### src/rtl/slk_stat_pkg.sv
package slk_stat_pkg;
  localparam int REG_W = 8;
  localparam int B_EIF = 0;
  localparam int B_TUR = 1;
  localparam int B_RAB = 2;
  localparam int B_TFS = 3;
  localparam int B_RFS = 4;
  localparam int N_FLAG = 5;

  typedef struct packed {
    logic rfs;
    logic tfs;
    logic rab;
    logic tur;
    logic eif;
  } stat_t;
endpackage

### src/rtl/slk_rst_sync.sv
module slk_rst_sync (
  input  logic clk,
  input  logic rst_n,
  output logic rst_sync_n
);
  logic [1:0] sync_q;

  always_ff @(posedge clk or negedge rst_n) begin
    if (!rst_n) begin
      sync_q <= 2'b00;
    end else begin
      sync_q <= {sync_q[0], 1'b1};
    end
  end

  assign rst_sync_n = sync_q[1];
endmodule

### src/rtl/slk_tag_scan.sv
module slk_tag_scan #(
  parameter int ERR_WIN = 4,
  parameter int TAG_W   = 3,
  parameter int LVL_W   = 4
) (
  input  logic [LVL_W-1:0]         rx_level,
  input  logic [ERR_WIN*TAG_W-1:0] rx_tags,
  output logic                     err_any
);
  logic [ERR_WIN-1:0] ent_hit;

  for (genvar i = 0; i < ERR_WIN; i++) begin : g_ent
    assign ent_hit[i] = (int'(rx_level) > i) && (|rx_tags[i*TAG_W +: TAG_W]);
  end

  assign err_any = |ent_hit;
endmodule

### src/rtl/slk_run_det.sv
module slk_run_det #(
  parameter int RUN_LEN = 7,
  parameter int CNT_W   = $clog2(RUN_LEN + 1)
) (
  input  logic clk,
  input  logic rst_ni,
  input  logic active,
  input  logic bit_vld,
  input  logic bit_val,
  output logic run_hit
);
  logic [CNT_W-1:0] cnt_q, cnt_d;
  logic             cnt_en;

  always_comb begin
    cnt_d = cnt_q;
    if (!active) begin
      cnt_d = '0;
    end else if (bit_vld) begin
      if (!bit_val) begin
        cnt_d = '0;
      end else if (cnt_q != CNT_W'(RUN_LEN)) begin
        cnt_d = cnt_q + CNT_W'(1);
      end
    end
  end

  assign cnt_en  = !active || bit_vld;
  assign run_hit = active && bit_vld && bit_val && (cnt_q == CNT_W'(RUN_LEN - 1));

  always_ff @(posedge clk or negedge rst_ni) begin
    if (!rst_ni) begin
      cnt_q <= '0;
    end else if (cnt_en) begin
      cnt_q <= cnt_d;
    end
  end
endmodule

### src/rtl/slk_stat_regs.sv
module slk_stat_regs
  import slk_stat_pkg::*;
(
  input  logic             clk,
  input  logic             rst_ni,
  input  logic             wr,
  input  logic [REG_W-1:0] wdata,
  input  logic             tur_set,
  input  logic             rab_set,
  input  logic             eif,
  input  logic             tfs,
  input  logic             rfs,
  input  logic             tx_ie,
  input  logic             rx_ie,
  input  logic             tur_ie,
  input  logic             rab_ie,
  output stat_t            stat,
  output logic             irq_q,
  output logic             eof_q
);
  logic [REG_W-1:0] clr_vec;
  logic tur_q, tur_d, tur_en;
  logic rab_q, rab_d, rab_en;
  logic irq_d;

  assign clr_vec = wr ? wdata : '0;

  always_comb begin
    tur_en = tur_set || clr_vec[B_TUR];
    rab_en = rab_set || clr_vec[B_RAB];
    tur_d  = (tur_q && !clr_vec[B_TUR]) || tur_set;
    rab_d  = (rab_q && !clr_vec[B_RAB]) || rab_set;
    irq_d  = eif || (tur_q && tur_ie) || (rab_q && rab_ie) ||
             (tfs && tx_ie) || (rfs && rx_ie);
  end

  always_ff @(posedge clk) begin
    if (tur_en) begin
      tur_q <= tur_d;
    end
    if (rab_en) begin
      rab_q <= rab_d;
    end
  end

  always_ff @(posedge clk or negedge rst_ni) begin
    if (!rst_ni) begin
      irq_q <= 1'b0;
      eof_q <= 1'b0;
    end else begin
      irq_q <= irq_d;
      eof_q <= rab_set;
    end
  end

  always_comb begin
    stat.eif = eif;
    stat.tur = tur_q;
    stat.rab = rab_q;
    stat.tfs = tfs;
    stat.rfs = rfs;
  end
endmodule

### src/rtl/slk_stat_unit.sv
module slk_stat_unit
  import slk_stat_pkg::*;
#(
  parameter int TX_DEPTH = 8,
  parameter int RX_DEPTH = 12,
  parameter int TX_THR   = 4,
  parameter int RX_THR   = 5,
  parameter int ERR_WIN  = 4,
  parameter int TAG_W    = 3,
  parameter int RUN_LEN  = 7,
  parameter int TX_LW    = $clog2(TX_DEPTH + 1),
  parameter int RX_LW    = $clog2(RX_DEPTH + 1)
) (
  input  logic                     clk,
  input  logic                     rst_n,
  input  logic                     reg_wr,
  input  logic [REG_W-1:0]         reg_wdata,
  output logic [REG_W-1:0]         reg_rdata,
  input  logic                     tx_en,
  input  logic                     rx_en,
  input  logic                     tx_ie,
  input  logic                     rx_ie,
  input  logic                     tur_ie,
  input  logic                     rab_ie,
  input  logic [TX_LW-1:0]         tx_level,
  input  logic [RX_LW-1:0]         rx_level,
  input  logic [ERR_WIN*TAG_W-1:0] rx_old_tags,
  input  logic                     tx_fetch,
  input  logic                     rx_bit,
  input  logic                     rx_bit_vld,
  input  logic                     rx_in_frame,
  output logic                     tx_dma_req,
  output logic                     rx_dma_req,
  output logic                     irq,
  output logic                     eof_mark
);
  localparam int PAD_W = REG_W - N_FLAG;

  logic  rst_sync_n;
  logic  eif, tfs, rfs;
  logic  tur_set, rab_set;
  stat_t stat;

  slk_rst_sync u_rst (
    .clk        (clk),
    .rst_n      (rst_n),
    .rst_sync_n (rst_sync_n)
  );

  slk_tag_scan #(
    .ERR_WIN (ERR_WIN),
    .TAG_W   (TAG_W),
    .LVL_W   (RX_LW)
  ) u_scan (
    .rx_level (rx_level),
    .rx_tags  (rx_old_tags),
    .err_any  (eif)
  );

  slk_run_det #(
    .RUN_LEN (RUN_LEN)
  ) u_run (
    .clk     (clk),
    .rst_ni  (rst_sync_n),
    .active  (rx_en && rx_in_frame),
    .bit_vld (rx_bit_vld),
    .bit_val (rx_bit),
    .run_hit (rab_set)
  );

  assign tfs     = tx_en && (tx_level <= TX_LW'(TX_THR));
  assign rfs     = rx_en && (rx_level >= RX_LW'(RX_THR));
  assign tur_set = tx_fetch && (tx_level == '0);

  slk_stat_regs u_regs (
    .clk     (clk),
    .rst_ni  (rst_sync_n),
    .wr      (reg_wr),
    .wdata   (reg_wdata),
    .tur_set (tur_set),
    .rab_set (rab_set),
    .eif     (eif),
    .tfs     (tfs),
    .rfs     (rfs),
    .tx_ie   (tx_ie),
    .rx_ie   (rx_ie),
    .tur_ie  (tur_ie),
    .rab_ie  (rab_ie),
    .stat    (stat),
    .irq_q   (irq),
    .eof_q   (eof_mark)
  );

  assign reg_rdata  = {{PAD_W{1'b0}}, stat};
  assign tx_dma_req = stat.tfs;
  assign rx_dma_req = stat.rfs && !stat.eif;
endmodule

### config.mk
export PLATFORM = sky130hd
export DESIGN_NAME = slk_stat_unit
export DESIGN_NICKNAME = d
export VERILOG_FILES = /design/src/rtl/slk_stat_pkg.sv /design/src/rtl/slk_rst_sync.sv /design/src/rtl/slk_tag_scan.sv /design/src/rtl/slk_run_det.sv /design/src/rtl/slk_stat_regs.sv /design/src/rtl/slk_stat_unit.sv
export SDC_FILE = /design/constraint.sdc
export NUM_CORES = 1
export LEC_CHECK = 0
export BUFFER_PORTS_ARGS = -buffer_cell sky130_fd_sc_hd__buf_2
export CORE_UTILIZATION = 33
export CTS_CLUSTER_SIZE = 16
export DETAILED_ROUTE_END_ITERATION = 8
export GPL_ROUTABILITY_DRIVEN = 1
export PLACE_DENSITY = 0.8
export SYNTH_ARGS = -nofsm -noshare
export SYNTH_HDL_FRONTEND = slang
export SYNTH_SLANG_ARGS = --single-unit
### constraint.sdc
create_clock -name clk -period 0.8 [get_ports clk]
set_input_delay 0.04 -clock clk [delete_from_list [all_inputs] [get_ports clk]]
set_output_delay 0.04 -clock clk [all_outputs]
set_load 0.02 [all_outputs]
==> results.json <==
{
  "outcome": "finished, violations left",
  "failed_checks": "setup timing",
  "critical_path_required_ns": 0.99,
  "pwr-share-seq": 0.429,
  "multi_input_comb_area_um2": 382,
  "ys_async_sr_fraction": 0.778,
  "timing.critical_path.cells": "ha_2 > ha_4 > nand2b_4 > o21ai_1 > a21oi_1 > nor2_1",
  "floorplan.die.width_um": 44.8,
  "antenna_cells_inserted": 0,
  "worstHoldStart": "tx_ie",
  "achievable-frequency_ghz": 0.785,
  "cell_type_of_the_slowest_stage_on_the_worst_timing_path": "sky130_fd_sc_hd__dfrtp_1",
  "ff_latch_area_um2": 235,
  "timing.hold.ws_ns": 0.0514,
  "worst_hold_path.num_cells": 3,
  "synth_top_cells_by_area": "sky130_fd_sc_hd__dfrtp_1, sky130_fd_sc_hd__buf_4, sky130_fd_sc_hd__edfxtp_1, sky130_fd_sc_hd__nand2_1, sky130_fd_sc_hd__ha_1",
  "hold_path.class": "in -> reg",
  "cp_slowest_stage_delay_ns": 0.40,
  "cts_root_buffer": "sky130_fd_sc_hd__clkbuf_4",
  "layout-drive-gt1-share": 0.579,
  "skew_ns": 0.00995,
  "std_cell_rows": 15,
  "period_minus_slack_ns": 1.27,
  "arrival_ns": 1.47,
  "synth.yosys.warnings": 0,
  "grt_first_pass_wirelength_um": 2300,
  "fillerInstances": 162,
  "yosysUniqueCellTypes": 26,
  "timing.reg2reg.setup_slack_ns": -0.47,
  "wire_per_inst_um": 11.5,
  "regToRegStartpoint": "u_run.cnt_q[1]",
  "synth.yosys.seq_area_share": 0.390,
  "final-setup-viol-count": 13,
  "synth_edf_count": 2,
  "floorplan.die.height_um": 44.8,
  "p_leak_nw": 0.515,
  "core-area_mm2": 0.00173,
  "globalRouteTotalUtil": 0.169,
  "dpl_worst_slack_ns": -0.466,
  "h-tree-depth": 1,
  "final_max_slew_viol_count": 0,
  "io_buffer_count": 43,
  "ys_dominant_reg_cell": "sky130_fd_sc_hd__dfrtp_1",
  "antenna_left": 0,
  "grt_pass1_vias": 595,
  "grt_setup_unrepaired": "yes",
  "vias": 685,
  "post-synth-top-area-fraction": 0.290,
  "netSwitchingPower_w": 0.000323,
  "power.ir.vdd_worst_v": 0.00109,
  "ys_top_cells_by_count": "sky130_fd_sc_hd__nand2_1, sky130_fd_sc_hd__buf_4, sky130_fd_sc_hd__dfrtp_1",
  "mappedNetlistArea_um2": 603,
  "internal_power_w": 0.000830,
  "max_cap_violation_count": 0,
  "timing.hold.worst_endpoint": "u_regs.irq_q",
  "globalRouteOverflowTotal": 0,
  "worst-setup-path-type": "reg -> reg",
  "synth.most_common_cell": "sky130_fd_sc_hd__nand2_1",
  "ys_seq_elements": 9,
  "proportion_of_power_drawn_by_the_clock_network": 0.304,
  "pin_count_of_the_biggest_net_entering_global_routing": 7,
  "cts_buffer_depth": 2,
  "worst_r2r_endpoint": "u_run.cnt_q[2]",
  "synth_to_final_area_change_pct": 74.3,
  "antenna_found_initial": 0,
  "dr.pass1.iters": 4,
  "io_pins": 53,
  "floorplan.die_area_mm2": 0.00200,
  "top_fanout_value_on_the_critical_path": 4,
  "cts_tree": "built",
  "initialDrtViolationCount": 8,
  "rr_worst_depth": 6,
  "p_per_area_mw_per_mm2": 1100,
  "syn-mean-instance-area_um2": 8.74,
  "final-hold-violation-count": 0,
  "cts_made_buffers": 3,
  "timing.setup.tns_ns": -3.46,
  "finish.net_count": 166,
  "insertion_delay_ns": 0.27,
  "detailed_place_hpwl_um": 1200,
  "detail_route.drc_violations": 0,
  "cts.sink_count": 9,
  "setup_ws_ns": -0.474,
  "end_kind": "register",
  "routed_wirelength_um": 1680,
  "post_drt_via_cell_ratio": 4.69,
  "sw_frac_of_total": 0.280,
  "power_frac_comb": 0.267,
  "synth_largest_area_cell": "sky130_fd_sc_hd__dfrtp_1",
  "fin_crit_sh": 1.59,
  "cells_after_synth": 69,
  "place_congestion": 0.814,
  "path_clk_slew_ns": 0.07,
  "critPathLaunchType": "register",
  "initial_core_utilization": 0.349
}
## logic make-up after synthesis
kind of cell / after synthesis / synth area share
buffers and inverters: 11 / 0.118
AOI/OAI and AO/OA: 14 / 0.168
other: 2 / 0.0125
DFF: 9 / 0.390
and+or+nand+nor: 30 / 0.249
adders and majority gates: 3 / 0.0622
## worst max-delay path by stage
stage | start | to | slack [ns] | cells past startpoint
after detailed placement | u_run.cnt_q[1] | u_run.cnt_q[0] | -0.47 | 6
final | u_run.cnt_q[1] | u_run.cnt_q[2] | -0.47 | 6
after floorplan | u_run.cnt_q[0] | u_run.cnt_q[0] | -0.40 | 6
after global placement | u_run.cnt_q[1] | u_run.cnt_q[0] | -0.42 | 6
after global routing | u_run.cnt_q[1] | u_run.cnt_q[0] | -0.55 | 6
after CTS | u_run.cnt_q[1] | u_run.cnt_q[0] | -0.48 | 6
## cell type report
class | count | area share
multi-input combinational | 51 | 0.363
timing repair buffer | 54 | 0.346
sequential | 9 | 0.224
tap | 25 | 0.0298
clock buffer | 3 | 0.0214
inverter | 3 | 0.0107
clock inverter | 1 | 0.00476
## power groups by stage
stage | Combinational [W] | Sequential (W) | Clock (W)
5_1_grt | 0.000333 | 0.000497 | 0.000395
6_report | 0.000308 | 0.000495 | 0.000351
3_5_place_dp | 0.000242 | 0.000503 | 0
2_1_floorplan | 0.000121 | 0.000503 | 0
4_1_cts | 0.000278 | 0.000495 | 0.000364
3_3_place_gp | 0.000236 | 0.000502 | 0
## sequential cells by signal, indices dropped and copies added (netlist names)
signal,flops
u_regs.eof_q,1
u_run.cnt_q,3
u_regs.rab_q,1
u_regs.tur_q,1
u_rst.sync_q,2
u_regs.irq_q,1
## cells in the final DEF, fill, tap and decap left out, types with 2 or more instances in the layout
cell type	netlist	final
sky130_fd_sc_hd__a21oi_1	3	3
sky130_fd_sc_hd__buf_2	0	35
sky130_fd_sc_hd__buf_4	8	7
sky130_fd_sc_hd__buf_6	0	9
sky130_fd_sc_hd__clkbuf_4	0	3
sky130_fd_sc_hd__conb_1	2	4
sky130_fd_sc_hd__dfrtp_1	7	7
sky130_fd_sc_hd__dlygate4sd3_1	0	2
sky130_fd_sc_hd__edfxtp_1	2	2
sky130_fd_sc_hd__inv_1	3	3
sky130_fd_sc_hd__nand2_1	12	11
sky130_fd_sc_hd__nor2_1	4	3
sky130_fd_sc_hd__nor2b_1	3	2
sky130_fd_sc_hd__nor3_1	3	2
sky130_fd_sc_hd__o21a_1	2	2
sky130_fd_sc_hd__o21ai_1	0	2
## through the flow
stage | area (µm²) | std cells | power (W) | util
after floorplan | 641 | 71 | 0.000624 | -
after global routing | 1050 | 146 | 0.00122 | 0.609
after global placement | 887 | 139 | 0.000738 | 0.514
final | 1050 | 146 | 0.00115 | 0.609
after CTS | 1000 | 145 | 0.00114 | 0.580
after detailed placement | 887 | 139 | 0.000745 | 0.514
## timing repair
item	4_1_cts	5_1_grt
gates resized for setup	18	8
endpoints found under the hold margin	3	0
pin swaps	7	4
hold buffers	2	0
endpoints found under the setup margin	14	14
buffers inserted	0	1
## routing by layer
layer | global-route usage | up-vias | part of all wire
met2 | 0.318 | 36 | 0.56
met4 | 0.0909 | 0 | 0.044
met1 | 0.152 | 305 | 0.32
li1 | - | 336 | -
met3 | 0.0680 | 8 | 0.078
met5 | 0 | - | 0
## critical path: cells and delay by family, from the launching register on
| family | cells | cell delay [ns] |
|---|---|---|
| AO/OA/AOI/OAI | 2 | 0.20 |
| adder cells (fa/ha/maj) | 2 | 0.36 |
| AND/OR/NAND/NOR | 2 | 0.23 |
| flip-flops | 1 | 0.40 |
Note: power is estimated with default switching activity, not from simulation.
